$ cat src/rtl/ctx_stack_pkg.sv
package ctx_stack_pkg;

    localparam int ADDR_W = 16;
    localparam int BYTE_W = 8;
    localparam int NSLOT  = 9;
    localparam int SLOT_W = $clog2(NSLOT);

    typedef logic [ADDR_W-1:0] addr_t;
    typedef logic [BYTE_W-1:0] byte_t;
    typedef logic [SLOT_W-1:0] slot_t;

    localparam slot_t LAST_SLOT = slot_t'(NSLOT - 1);

    typedef enum logic [2:0] {
        S_IDLE,
        S_PUSH,
        S_VEC_HI,
        S_VEC_LO,
        S_PULL,
        S_FETCH
    } seq_state_e;

    typedef struct packed {
        addr_t pc;
        addr_t iy;
        addr_t ix;
        byte_t acca;
        byte_t accb;
        byte_t flags;
    } ctx_t;

    // Byte held in a given push slot (slot 0 is written first).
    function automatic byte_t slot_byte(ctx_t c, slot_t s);
        byte_t r;
        case (s)
            slot_t'(0): r = c.pc[BYTE_W-1:0];
            slot_t'(1): r = c.pc[ADDR_W-1:BYTE_W];
            slot_t'(2): r = c.iy[BYTE_W-1:0];
            slot_t'(3): r = c.iy[ADDR_W-1:BYTE_W];
            slot_t'(4): r = c.ix[BYTE_W-1:0];
            slot_t'(5): r = c.ix[ADDR_W-1:BYTE_W];
            slot_t'(6): r = c.acca;
            slot_t'(7): r = c.accb;
            default:    r = c.flags;
        endcase
        return r;
    endfunction

    // Place a byte read from the stack back into its slot.
    function automatic ctx_t slot_insert(ctx_t c, slot_t s, byte_t d);
        ctx_t r;
        r = c;
        case (s)
            slot_t'(0): r.pc[BYTE_W-1:0]      = d;
            slot_t'(1): r.pc[ADDR_W-1:BYTE_W] = d;
            slot_t'(2): r.iy[BYTE_W-1:0]      = d;
            slot_t'(3): r.iy[ADDR_W-1:BYTE_W] = d;
            slot_t'(4): r.ix[BYTE_W-1:0]      = d;
            slot_t'(5): r.ix[ADDR_W-1:BYTE_W] = d;
            slot_t'(6): r.acca                = d;
            slot_t'(7): r.accb                = d;
            default:    r.flags               = d;
        endcase
        return r;
    endfunction

endpackage

$ cat src/rtl/ctx_seq_fsm.sv
module ctx_seq_fsm
    import ctx_stack_pkg::*;
(
    input  logic       clk,
    input  logic       rst,
    input  logic       insn_done,
    input  logic       irq_req,
    input  logic       rti_req,
    output seq_state_e state,
    output slot_t      slot,
    output logic       rti_mode,
    output logic       start
);

    assign start = (state == S_IDLE) && insn_done && (irq_req || rti_req);

    always_ff @(posedge clk) begin
        if (rst) begin
            state    <= S_IDLE;
            slot     <= '0;
            rti_mode <= 1'b0;
        end else begin
            case (state)
                S_IDLE: begin
                    if (start) begin
                        rti_mode <= rti_req;
                        slot     <= '0;
                        state    <= rti_req ? S_PULL : S_PUSH;
                    end
                end
                S_PUSH: begin
                    if (slot == LAST_SLOT) state <= S_VEC_HI;
                    else                   slot  <= slot + slot_t'(1);
                end
                S_VEC_HI: state <= S_VEC_LO;
                S_VEC_LO: state <= S_FETCH;
                S_PULL: begin
                    if (slot == LAST_SLOT) state <= S_FETCH;
                    else                   slot  <= slot + slot_t'(1);
                end
                S_FETCH: state <= S_IDLE;
                default: state <= S_IDLE;
            endcase
        end
    end

    // without a boundary strobe the sequencer stays idle
    a_r2_wait_boundary: assert property (@(posedge clk) disable iff (rst)
        (state == S_IDLE && !insn_done) |=> (state == S_IDLE));

    // the fetch cycle is always the last busy cycle
    a_r10_fetch_ends: assert property (@(posedge clk) disable iff (rst)
        (state == S_FETCH) |=> (state == S_IDLE));

    // the mode chosen at start is held for the whole sequence
    a_r9_mode_held: assert property (@(posedge clk) disable iff (rst)
        (state != S_IDLE && $past(state) != S_IDLE) |-> $stable(rti_mode));

endmodule

$ cat src/rtl/ctx_addr_gen.sv
module ctx_addr_gen
    import ctx_stack_pkg::*;
(
    input  logic       clk,
    input  logic       rst,
    input  logic       start,
    input  seq_state_e state,
    input  addr_t      sp_in,
    input  addr_t      vec_in,
    input  addr_t      fetch_pc,
    output addr_t      mem_addr,
    output addr_t      sp_q
);

    addr_t vec_q;

    always_ff @(posedge clk) begin
        if (rst) begin
            sp_q  <= '0;
            vec_q <= '0;
        end else if (start) begin
            sp_q  <= sp_in;
            vec_q <= vec_in;
        end else if (state == S_PUSH) begin
            sp_q <= sp_q - addr_t'(1);
        end else if (state == S_PULL) begin
            sp_q <= sp_q + addr_t'(1);
        end
    end

    always_comb begin
        case (state)
            S_PUSH:   mem_addr = sp_q;
            S_PULL:   mem_addr = sp_q + addr_t'(1);
            S_VEC_HI: mem_addr = vec_q & ~addr_t'(1);
            S_VEC_LO: mem_addr = vec_q | addr_t'(1);
            S_FETCH:  mem_addr = fetch_pc;
            default:  mem_addr = sp_q;
        endcase
    end

    // stack pointer moves by exactly one per stack cycle, modulo 2^16
    a_r11_sp_step: assert property (@(posedge clk) disable iff (rst)
        ($past(state) == S_PUSH && state != S_IDLE) |-> (sp_q == $past(sp_q) - addr_t'(1)));

endmodule

$ cat src/rtl/ctx_file.sv
module ctx_file
    import ctx_stack_pkg::*;
(
    input  logic       clk,
    input  logic       rst,
    input  logic       start,
    input  seq_state_e state,
    input  slot_t      slot,
    input  ctx_t       snap,
    input  byte_t      rd_byte,
    output ctx_t       ctx_q,
    output byte_t      wr_byte
);

    always_ff @(posedge clk) begin
        if (rst) begin
            ctx_q <= '0;
        end else if (start) begin
            ctx_q <= snap;
        end else begin
            case (state)
                S_PULL:   ctx_q <= slot_insert(ctx_q, LAST_SLOT - slot, rd_byte);
                S_VEC_HI: ctx_q.pc[ADDR_W-1:BYTE_W] <= rd_byte;
                S_VEC_LO: ctx_q.pc[BYTE_W-1:0]      <= rd_byte;
                default:  ctx_q <= ctx_q;
            endcase
        end
    end

    assign wr_byte = slot_byte(ctx_q, slot);

    // the captured context cannot change while it is being stored
    a_r9_ctx_frozen: assert property (@(posedge clk) disable iff (rst)
        (state == S_PUSH) |=> $stable(ctx_q));

endmodule

$ cat src/rtl/ctx_stack_seq.sv
module ctx_stack_seq
    import ctx_stack_pkg::*;
(
    input  logic        clk,
    input  logic        rst,
    input  logic        insn_done,
    input  logic        irq_req,
    input  logic        rti_req,
    input  logic [15:0] vec_addr,
    input  logic [15:0] sp_in,
    input  logic [15:0] pc_in,
    input  logic [15:0] x_in,
    input  logic [15:0] y_in,
    input  logic [7:0]  a_in,
    input  logic [7:0]  b_in,
    input  logic [7:0]  ccr_in,
    output logic [15:0] mem_addr,
    output logic [7:0]  mem_wdata,
    output logic        mem_we,
    output logic        mem_re,
    input  logic [7:0]  mem_rdata,
    output logic        busy,
    output logic        fetch,
    output logic        restore_all,
    output logic [15:0] pc_out,
    output logic [15:0] sp_out,
    output logic [15:0] x_out,
    output logic [15:0] y_out,
    output logic [7:0]  a_out,
    output logic [7:0]  b_out,
    output logic [7:0]  ccr_out
);

    seq_state_e state;
    slot_t      slot;
    logic       rti_mode;
    logic       start;
    ctx_t       snap;
    ctx_t       ctx_q;
    addr_t      sp_q;

    assign snap = '{pc: pc_in, iy: y_in, ix: x_in, acca: a_in, accb: b_in, flags: ccr_in};

    ctx_seq_fsm u_fsm (
        .clk       (clk),
        .rst       (rst),
        .insn_done (insn_done),
        .irq_req   (irq_req),
        .rti_req   (rti_req),
        .state     (state),
        .slot      (slot),
        .rti_mode  (rti_mode),
        .start     (start)
    );

    ctx_addr_gen u_addr (
        .clk      (clk),
        .rst      (rst),
        .start    (start),
        .state    (state),
        .sp_in    (sp_in),
        .vec_in   (vec_addr),
        .fetch_pc (ctx_q.pc),
        .mem_addr (mem_addr),
        .sp_q     (sp_q)
    );

    ctx_file u_file (
        .clk     (clk),
        .rst     (rst),
        .start   (start),
        .state   (state),
        .slot    (slot),
        .snap    (snap),
        .rd_byte (mem_rdata),
        .ctx_q   (ctx_q),
        .wr_byte (mem_wdata)
    );

    assign mem_we      = (state == S_PUSH);
    assign mem_re      = (state == S_PULL) || (state == S_VEC_HI) ||
                         (state == S_VEC_LO) || (state == S_FETCH);
    assign busy        = (state != S_IDLE);
    assign fetch       = (state == S_FETCH);
    assign restore_all = fetch && rti_mode;

    assign pc_out  = ctx_q.pc;
    assign sp_out  = sp_q;
    assign x_out   = ctx_q.ix;
    assign y_out   = ctx_q.iy;
    assign a_out   = ctx_q.acca;
    assign b_out   = ctx_q.accb;
    assign ccr_out = ctx_q.flags;

    // consecutive stack writes walk downward by one byte
    a_r3_write_descends: assert property (@(posedge clk) disable iff (rst)
        (mem_we && $past(mem_we)) |-> (mem_addr == $past(mem_addr) - 16'd1));

    // consecutive stack reads walk upward by one byte
    a_r7_read_ascends: assert property (@(posedge clk) disable iff (rst)
        (state == S_PULL && $past(state) == S_PULL) |-> (mem_addr == $past(mem_addr) + 16'd1));

    // vector low byte is read from the odd partner of the high byte address
    a_r4_vec_pair: assert property (@(posedge clk) disable iff (rst)
        (state == S_VEC_LO) |-> (mem_addr[0] && !$past(mem_addr[0]) &&
                                 mem_addr[15:1] == $past(mem_addr[15:1])));

    // the opcode fetch always follows a read cycle
    a_r5_fetch_after_read: assert property (@(posedge clk) disable iff (rst)
        fetch |-> $past(mem_re));

    // every busy cycle drives exactly one bus operation
    a_r10_busy_bus: assert property (@(posedge clk) disable iff (rst)
        busy |-> ((mem_we || mem_re) && !(mem_we && mem_re)));

endmodule

$ cat config.mk
export PLATFORM = sky130hd
export DESIGN_NAME = ctx_stack_seq
export DESIGN_NICKNAME = d
export VERILOG_FILES = /design/src/rtl/ctx_stack_pkg.sv /design/src/rtl/ctx_seq_fsm.sv /design/src/rtl/ctx_addr_gen.sv /design/src/rtl/ctx_file.sv /design/src/rtl/ctx_stack_seq.sv
export SDC_FILE = /design/constraint.sdc
export NUM_CORES = 1
export LEC_CHECK = 0
export BUFFER_PORTS_ARGS = -buffer_cell sky130_fd_sc_hd__buf_4
export CELL_PAD_IN_SITES_DETAIL_PLACEMENT = 1
export CELL_PAD_IN_SITES_GLOBAL_PLACEMENT = 1
export CORE_ASPECT_RATIO = 0.7
export CORE_UTILIZATION = 25
export DETAILED_ROUTE_END_ITERATION = 16
export PLACE_DENSITY_LB_ADDON = 0.1
export SETUP_SLACK_MARGIN = 0.1
export SYNTH_ARGS = -nofsm -noshare
export SYNTH_HDL_FRONTEND = slang
export SYNTH_SLANG_ARGS = --single-unit
$ cat constraint.sdc
create_clock -name clk -period 1.9 [get_ports clk]
set_input_delay 0.095 -clock clk [delete_from_list [all_inputs] [get_ports clk]]
set_output_delay 0.095 -clock clk [all_outputs]
set_load 0.005 [all_outputs]
# Word-level counts from Yosys, hierarchy flattened
# Cells that the tools add are included.
[classes]
n_mux = 26
reduce_logical = 36
eq_ne = 27
addsub = 4
[op_table]
columns = ["op", "n"]
rows = [
  ["72-bit 2-to-1 mux", 1],
  ["8-bit 2-to-1 mux", 9],
  ["16-bit case mux with 4 select lines", 1],
  ["8-bit case mux with 8 select lines", 1],
  ["56-bit 2-to-1 mux", 1],
  ["16-bit 2-to-1 mux", 3],
  ["4-bit by 3-bit equality test with 1-bit output (second input constant)", 8],
  ["8-bit case mux with 2 select lines", 2],
  ["2-bit AND reduction", 10],
  ["16-bit by 1-bit adder with 16-bit output (second input constant)", 1],
  ["4-bit by 2-bit equality test with 1-bit output (second input constant)", 4],
  ["2-bit nonzero test", 8],
  ["16-bit by 1-bit subtractor with 16-bit output (second input constant)", 1],
  ["3-bit case mux with 5 select lines", 1],
  ["3-bit 2-to-1 mux", 4],
  ["3-bit nonzero test", 4],
  ["4-bit by 1-bit equality test with 1-bit output (second input constant)", 2],
  ["4-bit logical NOT", 2],
  ["4-bit 2-to-1 mux", 2],
  ["4-bit case mux with 2 select lines", 1],
  ["8-bit OR reduction", 1],
  ["3-bit by 2-bit equality test with 1-bit output (second input constant)", 2],
  ["3-bit equality test (second input constant)", 2],
  ["2-bit by 1-bit != test with 1-bit output (second input constant)", 3],
  ["11 further kinds", 19],
]
[totals]
regBits = 112
elab_cells = 107
in_bits = 117

# Longest topological paths before layout
# Gate-level depths: netlist of run 1.
[logic_depth]
word_depth = 6
depth_mapped = 9
depth_no_buf = 7

# By module
# Synthesis of run 1 repeated with hierarchy kept, for this count alone.
[hier_totals]
cells_unflattened = 837
hier_area_um2 = 7018.0
[modules_own_cells]
columns = ["module", "seq_area_each_um2", "area_per_inst_um2", "cells_each", "n_inst"]
rows = [
  ["ctx_file", 1441.4, 3948.8, 441, 1],
  ["ctx_addr_gen", 620.6, 2529.9, 334, 1],
  ["ctx_seq_fsm", 160.2, 495.5, 57, 1],
  ["ctx_stack_seq", 0.0, 43.8, 5, 1],
]

# Worst setup path before layout of run 1
# Ideal clock, no wire load.
[synth_timing]
path_kind = "register to register"
from = "reg u_fsm.slot[0]"
to = "reg u_file.ctx_q[56] (netlist name)"
t_arrival_ns = 2.005
setup_slack_ns = -0.196
setup_time_ns = 0.091
path_buffers = 2
path_stages_with_launch = 9
path_cell_list = "dfxtp_1 > inv_1 > ha_1 > buf_2 > nor2b_1 > a31o_2 > a221o_1 > buf_6 > a311oi_1"
[synth_via]
elab_chain_len = 4
[synth_rtl]
columns = ["item", "line_no", "rtl"]
rows = [
  ["start, declared", "ctx_seq_fsm.sv:10", "output slot_t slot,"],
  ["start signal, assigned", "ctx_seq_fsm.sv:33", "else slot <= slot + slot_t'(1);"],
  ["start signal, assigned", "ctx_seq_fsm.sv:39", "else slot <= slot + slot_t'(1);"],
  ["4-bit subtractor", "ctx_file.sv:22", "S_PULL: ctx_q <= slot_insert(ctx_q, LAST_SLOT - slot, rd_byte);"],
  ["4-bit logical NOT", "ctx_stack_pkg.sv:53", "case (s)"],
  ["3-bit by 2-bit != test with 1-bit output (no source line)", "--", ""],
  ["2-bit AND reduction (no source line)", "--", ""],
]
# No other way between the ends.
# A chain may end at the register's enable or synchronous reset.

# Worst setup path after layout of run 1
[layout_timing]
from = "reg u_addr.sp_q[4]"
to = "out mem_addr[15]"
[layout_via]
elab_chain_len = 2
[layout_rtl]
columns = ["item", "line_no", "rtl"]
rows = [
  ["start, declared", "ctx_addr_gen.sv:12", "output addr_t sp_q"],
  ["start signal, assigned", "ctx_addr_gen.sv:22", "sp_q <= sp_in;"],
  ["start signal, assigned", "ctx_addr_gen.sv:25", "sp_q <= sp_q - addr_t'(1);"],
  ["start signal, assigned", "ctx_addr_gen.sv:27", "sp_q <= sp_q + addr_t'(1);"],
  ["16-bit by 1-bit adder with 16-bit output", "ctx_addr_gen.sv:34", "S_PULL: mem_addr = sp_q + addr_t'(1);"],
  ["16-bit case mux with 4 select lines", "ctx_addr_gen.sv:32", "case (state)"],
  ["end, declared", "ctx_stack_seq.sv:17", "output logic [15:0] mem_addr,"],
]
# No other way between the ends.

==> results of run 1 <==
cells in the mapped netlist, types with 2 or more instances:
| master | n | area share (%) |
|---|---|---|
| a21oi_1 | 40 | 3.0 |
| nor2_1 | 29 | 1.7 |
| or3_1 | 5 | 0.48 |
| o21a_1 | 6 | 0.69 |
| xor2_1 | 10 | 1.3 |
| a22oi_1 | 34 | 3.9 |
| nor3_1 | 14 | 1.1 |
| a211oi_1 | 7 | 0.80 |
| ha_1 | 9 | 1.7 |
| o21ai_1 | 3 | 0.23 |
| inv_1 | 15 | 0.86 |
| o221ai_1 | 8 | 1.1 |
| a311oi_1 | 9 | 1.2 |
| nand4_1 | 5 | 0.48 |
| nand3_2 | 2 | 0.30 |
| nand2_2 | 4 | 0.38 |
| clkbuf_1 | 39 | 2.2 |
| nand3_1 | 65 | 5.0 |
| a32oi_1 | 2 | 0.27 |
| nor4_2 | 2 | 0.38 |
| a31oi_1 | 5 | 0.48 |
| o211ai_1 | 51 | 5.8 |
| o31a_1 | 2 | 0.27 |
| nor3_2 | 3 | 0.46 |
| xnor2_1 | 15 | 2.0 |
| or2_2 | 10 | 0.95 |
| buf_1 | 17 | 0.97 |
| and2_1 | 2 | 0.19 |
| o221a_2 | 2 | 0.34 |
| and3_1 | 12 | 1.1 |
| nor4_1 | 9 | 0.86 |
| dfxtp_1 | 111 | 34 |
| buf_2 | 18 | 1.4 |
| o21ai_0 | 65 | 5.0 |
| nand2_1 | 166 | 9.5 |
| or4_1 | 3 | 0.34 |
| nor2b_1 | 5 | 0.48 |
| mux2i_1 | 36 | 5.5 |
stage by stage:
step | worst slack [ps] | power [µW] | instances | utilization [%]
after floorplan | -19.88 | 3978 | 865 | -
after global placement | -177.6 | 5487 | 1472 | 37.02
after detailed placement | -183.6 | 5516 | 1472 | 37.02
after CTS | -206.7 | 8428 | 1637 | 48.55
after global routing | -283.2 | 9549 | 1690 | 53.59
final | -255.3 | 9250 | 1690 | 53.59
worst max-delay path, cell delays in order, from the launching register on:
cell     delay (ps)
dfxtp_4         410
nand4_1         190
or3_4           420
or4_4           450
nand3_4         110
buf_6           100
final timing paths:
check                    from          endpoint  slack, ps  depth (start not counted)
max            u_addr.sp_q[4]      mem_addr[15]       -260                          5
min                  pc_in[2]  u_file.ctx_q[58]         20                          3
max reg2reg     u_fsm.slot[1]  u_file.ctx_q[63]       -210                          9
min reg2reg  u_addr.vec_q[13]  u_addr.vec_q[13]        460                          2
layout by cell type, fill, tap and decap left out, types with 7 or more instances in the layout:
master / count
nand3_2: 40
nand3_4: 9
nor2_4: 10
dfxtp_1: 91
nand3_1: 18
nor3_1: 8
inv_1: 8
o21ai_0: 12
o21ai_2: 18
and3_1: 9
xor2_1: 7
nor4_4: 9
nand2_2: 11
a22oi_2: 30
dfxtp_4: 14
a21oi_1: 25
a21oi_2: 14
dlygate4sd3_1: 89
buf_4: 338
nor2_1: 15
nor2_2: 7
o21ai_1: 36
o211ai_1: 51
a311oi_2: 8
buf_6: 80
buf_12: 23
nand2_1: 151
xnor2_1: 12
mux2i_1: 35
clkbuf_16: 18
state kept, by name (all words and copies together), names as in the netlist:
signal and cells:
u_fsm.rti_mode 1, u_fsm.slot 4, u_file.ctx_q 72, u_addr.sp_q 16
u_fsm.state 3, u_addr.vec_q 15
logic make-up (layout without fill, tap and decap cells):
| group | after synthesis | in the layout | synth area share [%] |
|---|---|---|---|
| mux | 37 | 37 | 5.660 |
| fa+ha+maj | 9 | 9 | 1.715 |
| simple gates | 347 | 349 | 25.21 |
| flops | 111 | 111 | 33.85 |
| other cells | 0 | 1 | 0 |
| xor+xnor | 25 | 25 | 3.335 |
| buf+inv | 91 | 582 | 5.660 |
| compound gates | 245 | 245 | 24.57 |
routing by layer:
metal | part of all wire [%] | GRT usage [%]
met1 | 46 | 40.64
met2 | 44 | 41.59
met3 | 7.1 | 5.728
met4 | 2.5 | 6.771
met5 | 0 | 0
power by group through the flow:
| stage | combinational (µW) | sequential [µW] | clock (µW) |
|---|---|---|---|
| floorplan | 1210 | 2770 | 0 |
| global placement | 2630 | 2860 | 0 |
| detailed placement | 2650 | 2860 | 0 |
| CTS | 3530 | 2840 | 2050 |
| global route | 4530 | 2900 | 2120 |
| finish | 4330 | 2880 | 2040 |
timing repair:
action,4_1_cts,5_1_grt
buffers inserted,56,43
setup endpoints to repair,102,122
pin swaps,119,118
hold buffers,87,2
gates resized for setup,315,176
hold endpoints to repair,87,2
gates cloned,8,10
area by class of cell:
class                           instances  share of cell area (%)
Inverter                               16                  0.7072
Tap cell                              331                   3.001
Clock buffer                           10                   1.732
Timing Repair Buffer                  551                   38.19
Multi-Input combinational cell        665                   39.44
Sequential cell                       111                   16.54
Clock inverter                          5                  0.3717
Antenna cell                            1                 0.01813
==> flow_metrics.env, run 1 <==
export IMPL_status="complete, but fails checks"
export IMPL_failed_checks="setup timing"
export IMPL_core_area_um2=25750
export IMPL_multi_input_area_um2=5443
export IMPL_clk_path_buf_depth=2
export IMPL_ys_ff_latch=111
export IMPL_fp_dieW_um=195.7
export IMPL_synth_ff_type="dfxtp_1"
export IMPL_grt_pass1_vias=8693
export IMPL_hold_viol=0
export IMPL_gp_congestion=0.9209
export IMPL_syn_to_final_growth_pct=110.2
export IMPL_clk_latency_ps=380
export IMPL_dpl_cell_area_um2=9533
export IMPL_slew_viol_final=0
export IMPL_seqCellArea_um2=2282
export IMPL_rsz0062_at_grt="true"
export IMPL_drc=0
export IMPL_min_period_ps=2155
export IMPL_syn_cell_area_um2=6565
export IMPL_p_int_uw=5733
export IMPL_sequentialPowerShare_pct=31.2
export IMPL_syn_avg_cell_area_um2=7.590
export IMPL_power_density_nw_per_um2=670.3
export IMPL_synth_edf_count=0
export IMPL_drt_iter0_drc=657
export IMPL_arrival_ps=2060
export IMPL_synthesis_instances=865
export IMPL_fp_dieH_um=137.6
export IMPL_track_usage_pct=27.88
export IMPL_power_switching_uw=3517
export IMPL_synth_nets=991
export IMPL_ir_drop_v=0.0003992
export IMPL_design_area_um2=13800
export IMPL_cts_sinks=111
export IMPL_drtAntennaViolNets=0
export IMPL_io_pins=234
export IMPL_rows=49
export IMPL_vias_per_cell=5.480
export IMPL_seq_area_frac_synth_pct=33.85
export IMPL_skew_ps=13.96
export IMPL_finalSetupTns_ps=-10700
export IMPL_async_reset_ff_share_pct=0
export IMPL_hold_slack_ps=20.21
export IMPL_wl_per_cell_um=25.39
export IMPL_yosys_warnings=0
export IMPL_final_nets=1480
export IMPL_fin_crit_sh_pct=113.4
export IMPL_totalWireLength_mm=42.90
export IMPL_maxCapViolations=0
export IMPL_cts_htree_levels=3
export IMPL_grt_pass1_wl_mm=55.79
export IMPL_pwr_share_clk_pct=22.0
export IMPL_crit_path_end_kind="output pin"
export IMPL_gr_total_overflow=0
export IMPL_cts_buffers=9
export IMPL_root_buffer="clkbuf_16"
export IMPL_dieArea_um2=26920
export IMPL_fmax_mhz=464.0
export IMPL_initial_core_util_pct=25.50
export IMPL_grt_max_degree=44
export IMPL_worstSetupPathType="reg2out"
export IMPL_layout_setup_ws_ps=-255.3
export IMPL_tightest_slew_ps=715.9
export IMPL_slew_headroom_pct=51.77
export IMPL_crit_required_ps=1800
export IMPL_n_fill_cell=2867
export IMPL_port_buffers=232
export IMPL_dpl_hpwl_mm=26.39
export IMPL_final_layout_size_suffix_gt1_share_pct=55.08
export IMPL_cts_tree="yes"
export IMPL_switching_share_pct=38.02
export IMPL_cp_start_kind="flip-flop"
export IMPL_clk_pin_slew_worst_paths_ps=80
export IMPL_comb_power_share_pct=46.8
export IMPL_hp_class="in2reg"
export IMPL_drt_first_pass_iters=5
export IMPL_synth_cell_types=63
export IMPL_setup_violations=103
export IMPL_leakage_uw=0.005639
export IMPL_antenna_found_initial=1
export IMPL_vias=9262
export IMPL_worstPathMaxFanout=5
No activity file was read; power rests on OpenSTA's default activity.
==> inputs of run 2 (changes only) <==
--- a/config.mk
+++ b/config.mk
@@ -5,6 +5,7 @@
 export SDC_FILE = /design/constraint.sdc
 export NUM_CORES = 1
 export LEC_CHECK = 0
+export ABC_AREA = 1
 export BUFFER_PORTS_ARGS = -buffer_cell sky130_fd_sc_hd__buf_4
 export CELL_PAD_IN_SITES_DETAIL_PLACEMENT = 1
 export CELL_PAD_IN_SITES_GLOBAL_PLACEMENT = 1
==> constraint.sdc (replaced) <==
create_clock -name clk -period 2 [get_ports clk]
set_input_delay 0.1 -clock clk [delete_from_list [all_inputs] [get_ports clk]]
set_output_delay 0.1 -clock clk [all_outputs]
set_load 0.005 [all_outputs]
==> run 2 against run 1 <==
Effect of this change:
- the run now ends clean
- utilization shrank 10 points
- critical path depth grew 3
- synthesized cell count up 23%
- sequential share of layout area grew 3.7 points
- final cell count grew 3.0%
- global-route usage is 0.87 points lower
- via count down 7.8%
- largest cell class unchanged
==> flow_metrics.env, run 2 <==
export IMPL_drc=0
export IMPL_gr_total_overflow=0
export IMPL_fin_util_pct=43.22
export IMPL_port_buffers=232
export IMPL_drt_iter0_drc=635
export IMPL_cp_start_kind="flip-flop"
export IMPL_worstReg2RegEnd="u_file.ctx_q[69]"
export IMPL_root_buffer="clkbuf_16"
export IMPL_seq_area_frac_synth_pct=33.26
export IMPL_synthesis_instances=1063
export IMPL_crit_path_end_kind="output pin"
export IMPL_cts_tree="yes"
export IMPL_yosysMostFrequentCell="nand2_1"
export IMPL_reg_top3="u_file.ctx_q: 72 flops, u_addr.sp_q: 16 flops, u_addr.vec_q: 15 flops"
export IMPL_tightest_slew_ps=880.7
export IMPL_synth_top_cells_by_count="331 x nand2_1, 111 x dfxtp_1, 108 x a21oi_1, 103 x nor2_1, 93 x inv_1"
export IMPL_synthTopCellsByArea="dfxtp_1 33%, nand2_1 19%, a21oi_1 8.1%"
export IMPL_final_common_cell="buf_4"
export IMPL_finalSetupTns_ps=0
export IMPL_synth_top_area_cell="dfxtp_1"
export IMPL_syn_to_final_growth_pct=67.77
export IMPL_syn_cell_area_um2=6681
export IMPL_drtAntennaViolNets=0
export IMPL_grt_pass1_vias=8587
export IMPL_power_uw=14520
export IMPL_cts_sinks=111
export IMPL_maxCapViolations=0
export IMPL_synth_edf_count=0
export IMPL_cp_slowest_cell="dfxtp_2"
export IMPL_reg2regPathDepth=11
export IMPL_leakage_uw=0.004864
export IMPL_vias_per_cell=4.905
export IMPL_slowest_delay_ps=350
export IMPL_track_usage_pct=27.01
export IMPL_ys_ff_latch=111
export IMPL_synth_nets=1189
export IMPL_wl_per_cell_um=21.36
export IMPL_antenna_found_initial=0
export IMPL_grt_max_degree=69
export IMPL_cts_buffers=9
export IMPL_crit_required_ps=1900
export IMPL_stdcell_count=1741
export IMPL_io_pins=234
export IMPL_crit_top_cell="buf_4"
export IMPL_n_fill_cell=3248
export IMPL_setup_violations=0
export IMPL_totalWireLength_mm=37.19
export IMPL_synth_cell_types=37
export IMPL_cts_htree_levels=3
export IMPL_core_area_um2=25930
export IMPL_hold_depth=3
export IMPL_initial_core_util_pct=25.76
export IMPL_rsz0062_at_grt="true"
export IMPL_clk_path_buf_depth=2
export IMPL_vias=8539
export IMPL_worstPathMaxFanout=2
export IMPL_skew_ps=6.271
export IMPL_fp_dieW_um=197.4
export IMPL_mostFrequentLayoutCells="304 x buf_4, 303 x nand2_1, 102 x a21oi_1"
export IMPL_syn_avg_cell_area_um2=6.285
export IMPL_r2r_start="u_fsm.state[1]"
export IMPL_drt_first_pass_iters=5
export IMPL_async_reset_ff_share_pct=0
export IMPL_hp_class="in2reg"
export IMPL_min_period_ps=1982
export IMPL_fmax_mhz=504.6
export IMPL_dpl_hpwl_mm=28.61
export IMPL_hold_start="vec_addr[2]"
export IMPL_diodes=0
export IMPL_slew_headroom_pct=41.29
export IMPL_grt_pass1_wl_mm=54.54
export IMPL_fp_dieH_um=138.8
export IMPL_arrival_ps=1880
export IMPL_fin_crit_sh_pct=99.09
export IMPL_worstSetupPathType="reg2out"
export IMPL_dieArea_um2=27390
export IMPL_clk_latency_ps=380
export IMPL_largest_register_ffs=72
export IMPL_clk_pin_slew_worst_paths_ps=80
export IMPL_reg2reg_slack_ps=180
export IMPL_top_register="u_file.ctx_q"
export IMPL_power_density_nw_per_um2=1295
export IMPL_synth_ff_type="dfxtp_1"
export IMPL_synth_top_area_share_pct=33.26
export IMPL_final_nets=1505
export IMPL_slew_viol_final=0
export IMPL_gp_congestion=0.9159
export IMPL_dp_cells=1685
export IMPL_ir_drop_v=0.0005173
export IMPL_yosys_warnings=0
export IMPL_hold_viol=0
export IMPL_status="completed"
export IMPL_rows=49
export IMPL_worstPathCellList="ha_4 -> nand2_4 -> nor2_4 -> buf_4 -> buf_6 -> xor2_2 -> a221o_1 -> buf_4"
export IMPL_final_layout_size_suffix_gt1_share_pct=38.87
export IMPL_hold_end="u_addr.vec_q[2]"
-- run 2: cell types whose count changed after synthesis, moves of 15 or more --
cell | previous run | this run
o211ai_1 | 51 | 3
a21boi_0 | 0 | 31
mux2i_1 | 36 | 0
inv_1 | 15 | 93
a21oi_1 | 40 | 108
nor2_1 | 29 | 103
o22ai_1 | 1 | 20
a22oi_1 | 34 | 0
buf_1 | 17 | 2
nand2_1 | 166 | 331
-- run 2: cell families (layout without fill, tap and decap cells) --
family                   count (synthesis)  after routing  share of synthesized area [%]
buffers and inverters                  147            468                          8.652
flip-flops                             111            111                          33.26
AND/OR/NAND/NOR                        520            520                          31.31
XOR/XNOR                                13             13                          1.704
AO/OA/AOI/OAI                          263            263                          23.39
adder cells (fa/ha/maj)                  9              9                          1.685
-- run 2: cell type report --
type                       instances  area [µm²]  share of cell area (%)
inverter                          97       416.7                   3.717
clock buffer                      10       239.0                   2.132
tap                              357       446.7                   3.985
clock inverter                     6       68.82                  0.6139
multi-input combinational        805        4823                   43.03
sequential                       111        2271                   20.26
timing repair inverter             1       6.256                 0.05581
timing repair buffer             354        2938                   26.21
-- run 2: critical path: cells and delay by family, from the launching register on --
family / cells / cell delay [ps]
xor+xnor: 1 / 140
simple gates: 2 / 130
fa+ha+maj: 1 / 170
compound gates: 1 / 330
flops: 1 / 350
buf+inv: 3 / 380
-- run 2: metrics by stage --
| stage | setup slack (ps) | hold slack, ps | area (µm²) |
|---|---|---|---|
| floorplan | 126.6 | 247.2 | 6709 |
| global placement | 84.42 | 374.9 | 9344 |
| detailed placement | 15.97 | 377.6 | 9344 |
| CTS | -2.870 | 1.185 | 10560 |
| global route | -25.40 | 12.39 | 11210 |
| finish | 18.19 | 11.22 | 11210 |
-- run 2: worst max path at each step --
stage,startpoint,endpoint,cells past startpoint
3_5_place_dp,u_fsm.state[0],u_file.ctx_q[14],8
4_1_cts,u_addr.sp_q[1],mem_addr[12],11
5_1_grt,u_addr.sp_q[1],mem_addr[4],8
3_3_place_gp,u_fsm.state[0],u_addr.sp_q[2],11
2_1_floorplan,u_fsm.slot[0],u_file.ctx_q[10],11
6_report,u_addr.sp_q[1],mem_addr[4],8
-- run 2: layer usage --
metal,global-route usage (%),up-vias,wire length (µm)
li1,-,4137,-
met4,6.324,0,694
met5,0,-,0
met3,5.934,37,2370
met1,41.57,4123,19220
met2,37.29,242,14900
-- run 2: what timing repair did --
action                                  CTS  global route
buffers inserted                         15            17
hold buffers                              8             0
resized for setup                       186           123
pin swaps                                36            32
gates cloned                              0             1
hold endpoints to repair                  8             0
endpoints found under the setup margin   89           113
-- run 2: power by group --
group / switching [µW] / total [µW] / internal (µW)
sequential: 799 / 3670 / 2870
clock: 980 / 1990 / 1010
combinational: 5020 / 8860 / 3840
total: 6800 / 14500 / 7720
==> inputs of run 3 (changes only) <==
--- a/config.mk
+++ b/config.mk
@@ -6,7 +6,7 @@
 export NUM_CORES = 1
 export LEC_CHECK = 0
 export ABC_AREA = 1
-export BUFFER_PORTS_ARGS = -buffer_cell sky130_fd_sc_hd__buf_4
+export BUFFER_PORTS_ARGS = -buffer_cell sky130_fd_sc_hd__buf_2
 export CELL_PAD_IN_SITES_DETAIL_PLACEMENT = 1
 export CELL_PAD_IN_SITES_GLOBAL_PLACEMENT = 1
 export CORE_ASPECT_RATIO = 0.7
==> run 3 against run 2 <==
Effect of this change:
- design area is 7.2% lower
- total power is 4.9% lower
- clock power is 3% lower
- sequential power hardly changed
- critical path depth is 1 lower
- first-iteration DRC count is 7.1% higher
- combinational power is 7.4% lower
- non-clock buffer count is 2 higher
- routed wire length is 0.63% higher
- fmax is 1.2% higher
- critical endpoint unchanged
==> flow_metrics.env, run 3 (synthesis gave the netlist of run 2 again) <==
export IMPL_clk_pin_slew_worst_paths_ps=80
export IMPL_gr_total_overflow=0
export IMPL_worstPathCellList="ha_4 -> nand2_4 -> nor2_4 -> buf_6 -> xor2_2 -> a221o_1 -> buf_2"
export IMPL_worstPathMaxFanout=3
export IMPL_vias=8595
export IMPL_layout_setup_ws_ps=41.94
export IMPL_fp_dieH_um=138.8
export IMPL_cts_buffers=9
export IMPL_grt_pass1_vias=8482
export IMPL_slew_viol_final=0
export IMPL_grt_max_degree=69
export IMPL_hold_viol=0
export IMPL_fin_util_pct=40.11
export IMPL_setup_violations=0
export IMPL_switching_share_pct=48.53
export IMPL_dpl_hpwl_mm=28.39
export IMPL_drc=0
export IMPL_drtAntennaViolNets=0
export IMPL_min_period_ps=1958
export IMPL_crit_path_end_kind="output pin"
export IMPL_antenna_found_initial=2
export IMPL_rsz0062_at_grt="true"
export IMPL_slowest_delay_ps=360
export IMPL_dp_slack_ps=-30.16
export IMPL_hp_class="in2reg"
export IMPL_finalSetupTns_ps=0
export IMPL_top_register="u_file.ctx_q"
export IMPL_arrival_ps=1860
export IMPL_final_nets=1507
export IMPL_root_buffer="clkbuf_16"
export IMPL_totalWireLength_mm=37.42
export IMPL_p_int_uw=7105
export IMPL_reg_top3="u_file.ctx_q: 72 flops, u_addr.sp_q: 16 flops, u_addr.vec_q: 15 flops"
export IMPL_fin_crit_sh_pct=97.90
export IMPL_track_usage_pct=26.64
export IMPL_port_buffers=232
export IMPL_initial_core_util_pct=25.76
export IMPL_cts_sinks=111
export IMPL_skew_ps=8.930
export IMPL_mostFrequentLayoutCells="298 x nand2_1, 232 x buf_2, 103 x a21oi_1"
export IMPL_crit_required_ps=1900
export IMPL_wl_per_cell_um=21.44
export IMPL_grt_pass1_wl_mm=53.99
export IMPL_clk_latency_ps=370
export IMPL_worstSetupPathType="reg2out"
export IMPL_pwr_share_clk_pct=14.0
export IMPL_power_density_nw_per_um2=1327
export IMPL_cts_htree_levels=3
export IMPL_io_pins=234
export IMPL_status="completed"
export IMPL_core_area_um2=25930
export IMPL_power_uw=13800
export IMPL_tightest_slew_ps=901.7
export IMPL_syn_to_final_growth_pct=55.67
export IMPL_sequentialPowerShare_pct=26.6
export IMPL_cp_slowest_cell="dfxtp_2"
export IMPL_largest_register_ffs=72
export IMPL_final_common_cell="nand2_1"
export IMPL_power_switching_uw=6700
export IMPL_comb_power_share_pct=59.4
export IMPL_maxCapViolations=0
export IMPL_cp_start_kind="flip-flop"
export IMPL_fp_dieW_um=197.4
export IMPL_leakage_uw=0.004702
export IMPL_gp_congestion=0.9030
export IMPL_dieArea_um2=27390
export IMPL_ir_drop_v=0.0005265
export IMPL_rows=49
export IMPL_cts_tree="yes"
export IMPL_vias_per_cell=4.926
export IMPL_slew_headroom_pct=39.89
export IMPL_clk_path_buf_depth=2
export IMPL_drt_first_pass_iters=5
export IMPL_fmax_mhz=510.7
export IMPL_drt_iter0_drc=680
export IMPL_final_layout_size_suffix_gt1_share_pct=38.53
## run 3: cell types whose count changed in the layout (fill, tap and decap cells not counted), moves of 5 or more
cell,previous run,this run
buf_2,0,232
buf_4,304,86
nand2_2,17,25
o22ai_2,10,2
buf_6,30,23
o21ai_0,47,40
o21ai_1,6,13
o22ai_1,7,14
nor2_2,11,17
nand2_1,303,298
nor2_1,77,72
## run 3: cell type report
cell class,count,area [µm²]
well taps,357,446.7
multi-input cells,805,4664
clock inverters,6,68.82
inverters,97,396.6
flip-flops and latches,111,2275
diodes,2,5.005
clock buffers,10,229.0
fillers,3313,15530
repair inverters,1,5.005
repair buffers,356,2311
## run 3: routing by layer
metal,GRT usage [%],share of wire [%]
met4,4.529,0.76
met5,0,0
met1,43.15,53
met3,4.377,5.9
met2,35.97,40
## run 3: final timing paths
kind	depth (start not counted)	endpoint	slack [ps]	start
max	7	mem_addr[4]	40	u_addr.sp_q[0]
min	3	u_addr.sp_q[3]	10	sp_in[3]
max reg2reg	9	u_file.ctx_q[10]	160	u_fsm.state[0]
min reg2reg	2	u_addr.vec_q[13]	460	u_addr.vec_q[13]
## run 3: timing repair
| item | in CTS | in global routing |
|---|---|---|
| endpoints found under the hold margin | 7 | 0 |
| resized for setup | 151 | 122 |
| setup endpoints to repair | 83 | 119 |
| hold buffers | 7 | 0 |
| pin swaps | 29 | 33 |
| cloned | 2 | 1 |
| buffers inserted | 9 | 20 |
## run 3: power groups by stage
stage          Sequential [µW]  Clock, µW  Combinational, µW
2_1_floorplan             3300          0               3570
3_3_place_gp              3560          0               6710
3_5_place_dp              3570          0               6800
4_1_cts                   3590       1980               7580
5_1_grt                   3730       2050               8890
6_report                  3680       1930               8200
## run 3: metrics by stage
step	std cells	cell area [µm²]	hold slack [ps]
finish	1745	10400	14.06
global route	1744	10400	26.22
CTS	1723	9872	0.2400
detailed placement	1689	8806	367.3
global placement	1689	8806	362.7
floorplan	1063	6709	247.2
## run 3: worst max-delay path: cells and delay by family, from the launching register on
| family | cells | cell delay [ps] |
|---|---|---|
| flip-flops | 1 | 360 |
| AO/OA/AOI/OAI | 1 | 330 |
| buffers and inverters | 2 | 290 |
| AND/OR/NAND/NOR | 2 | 260 |
| adder cells (fa/ha/maj) | 1 | 170 |
| XOR/XNOR | 1 | 60 |
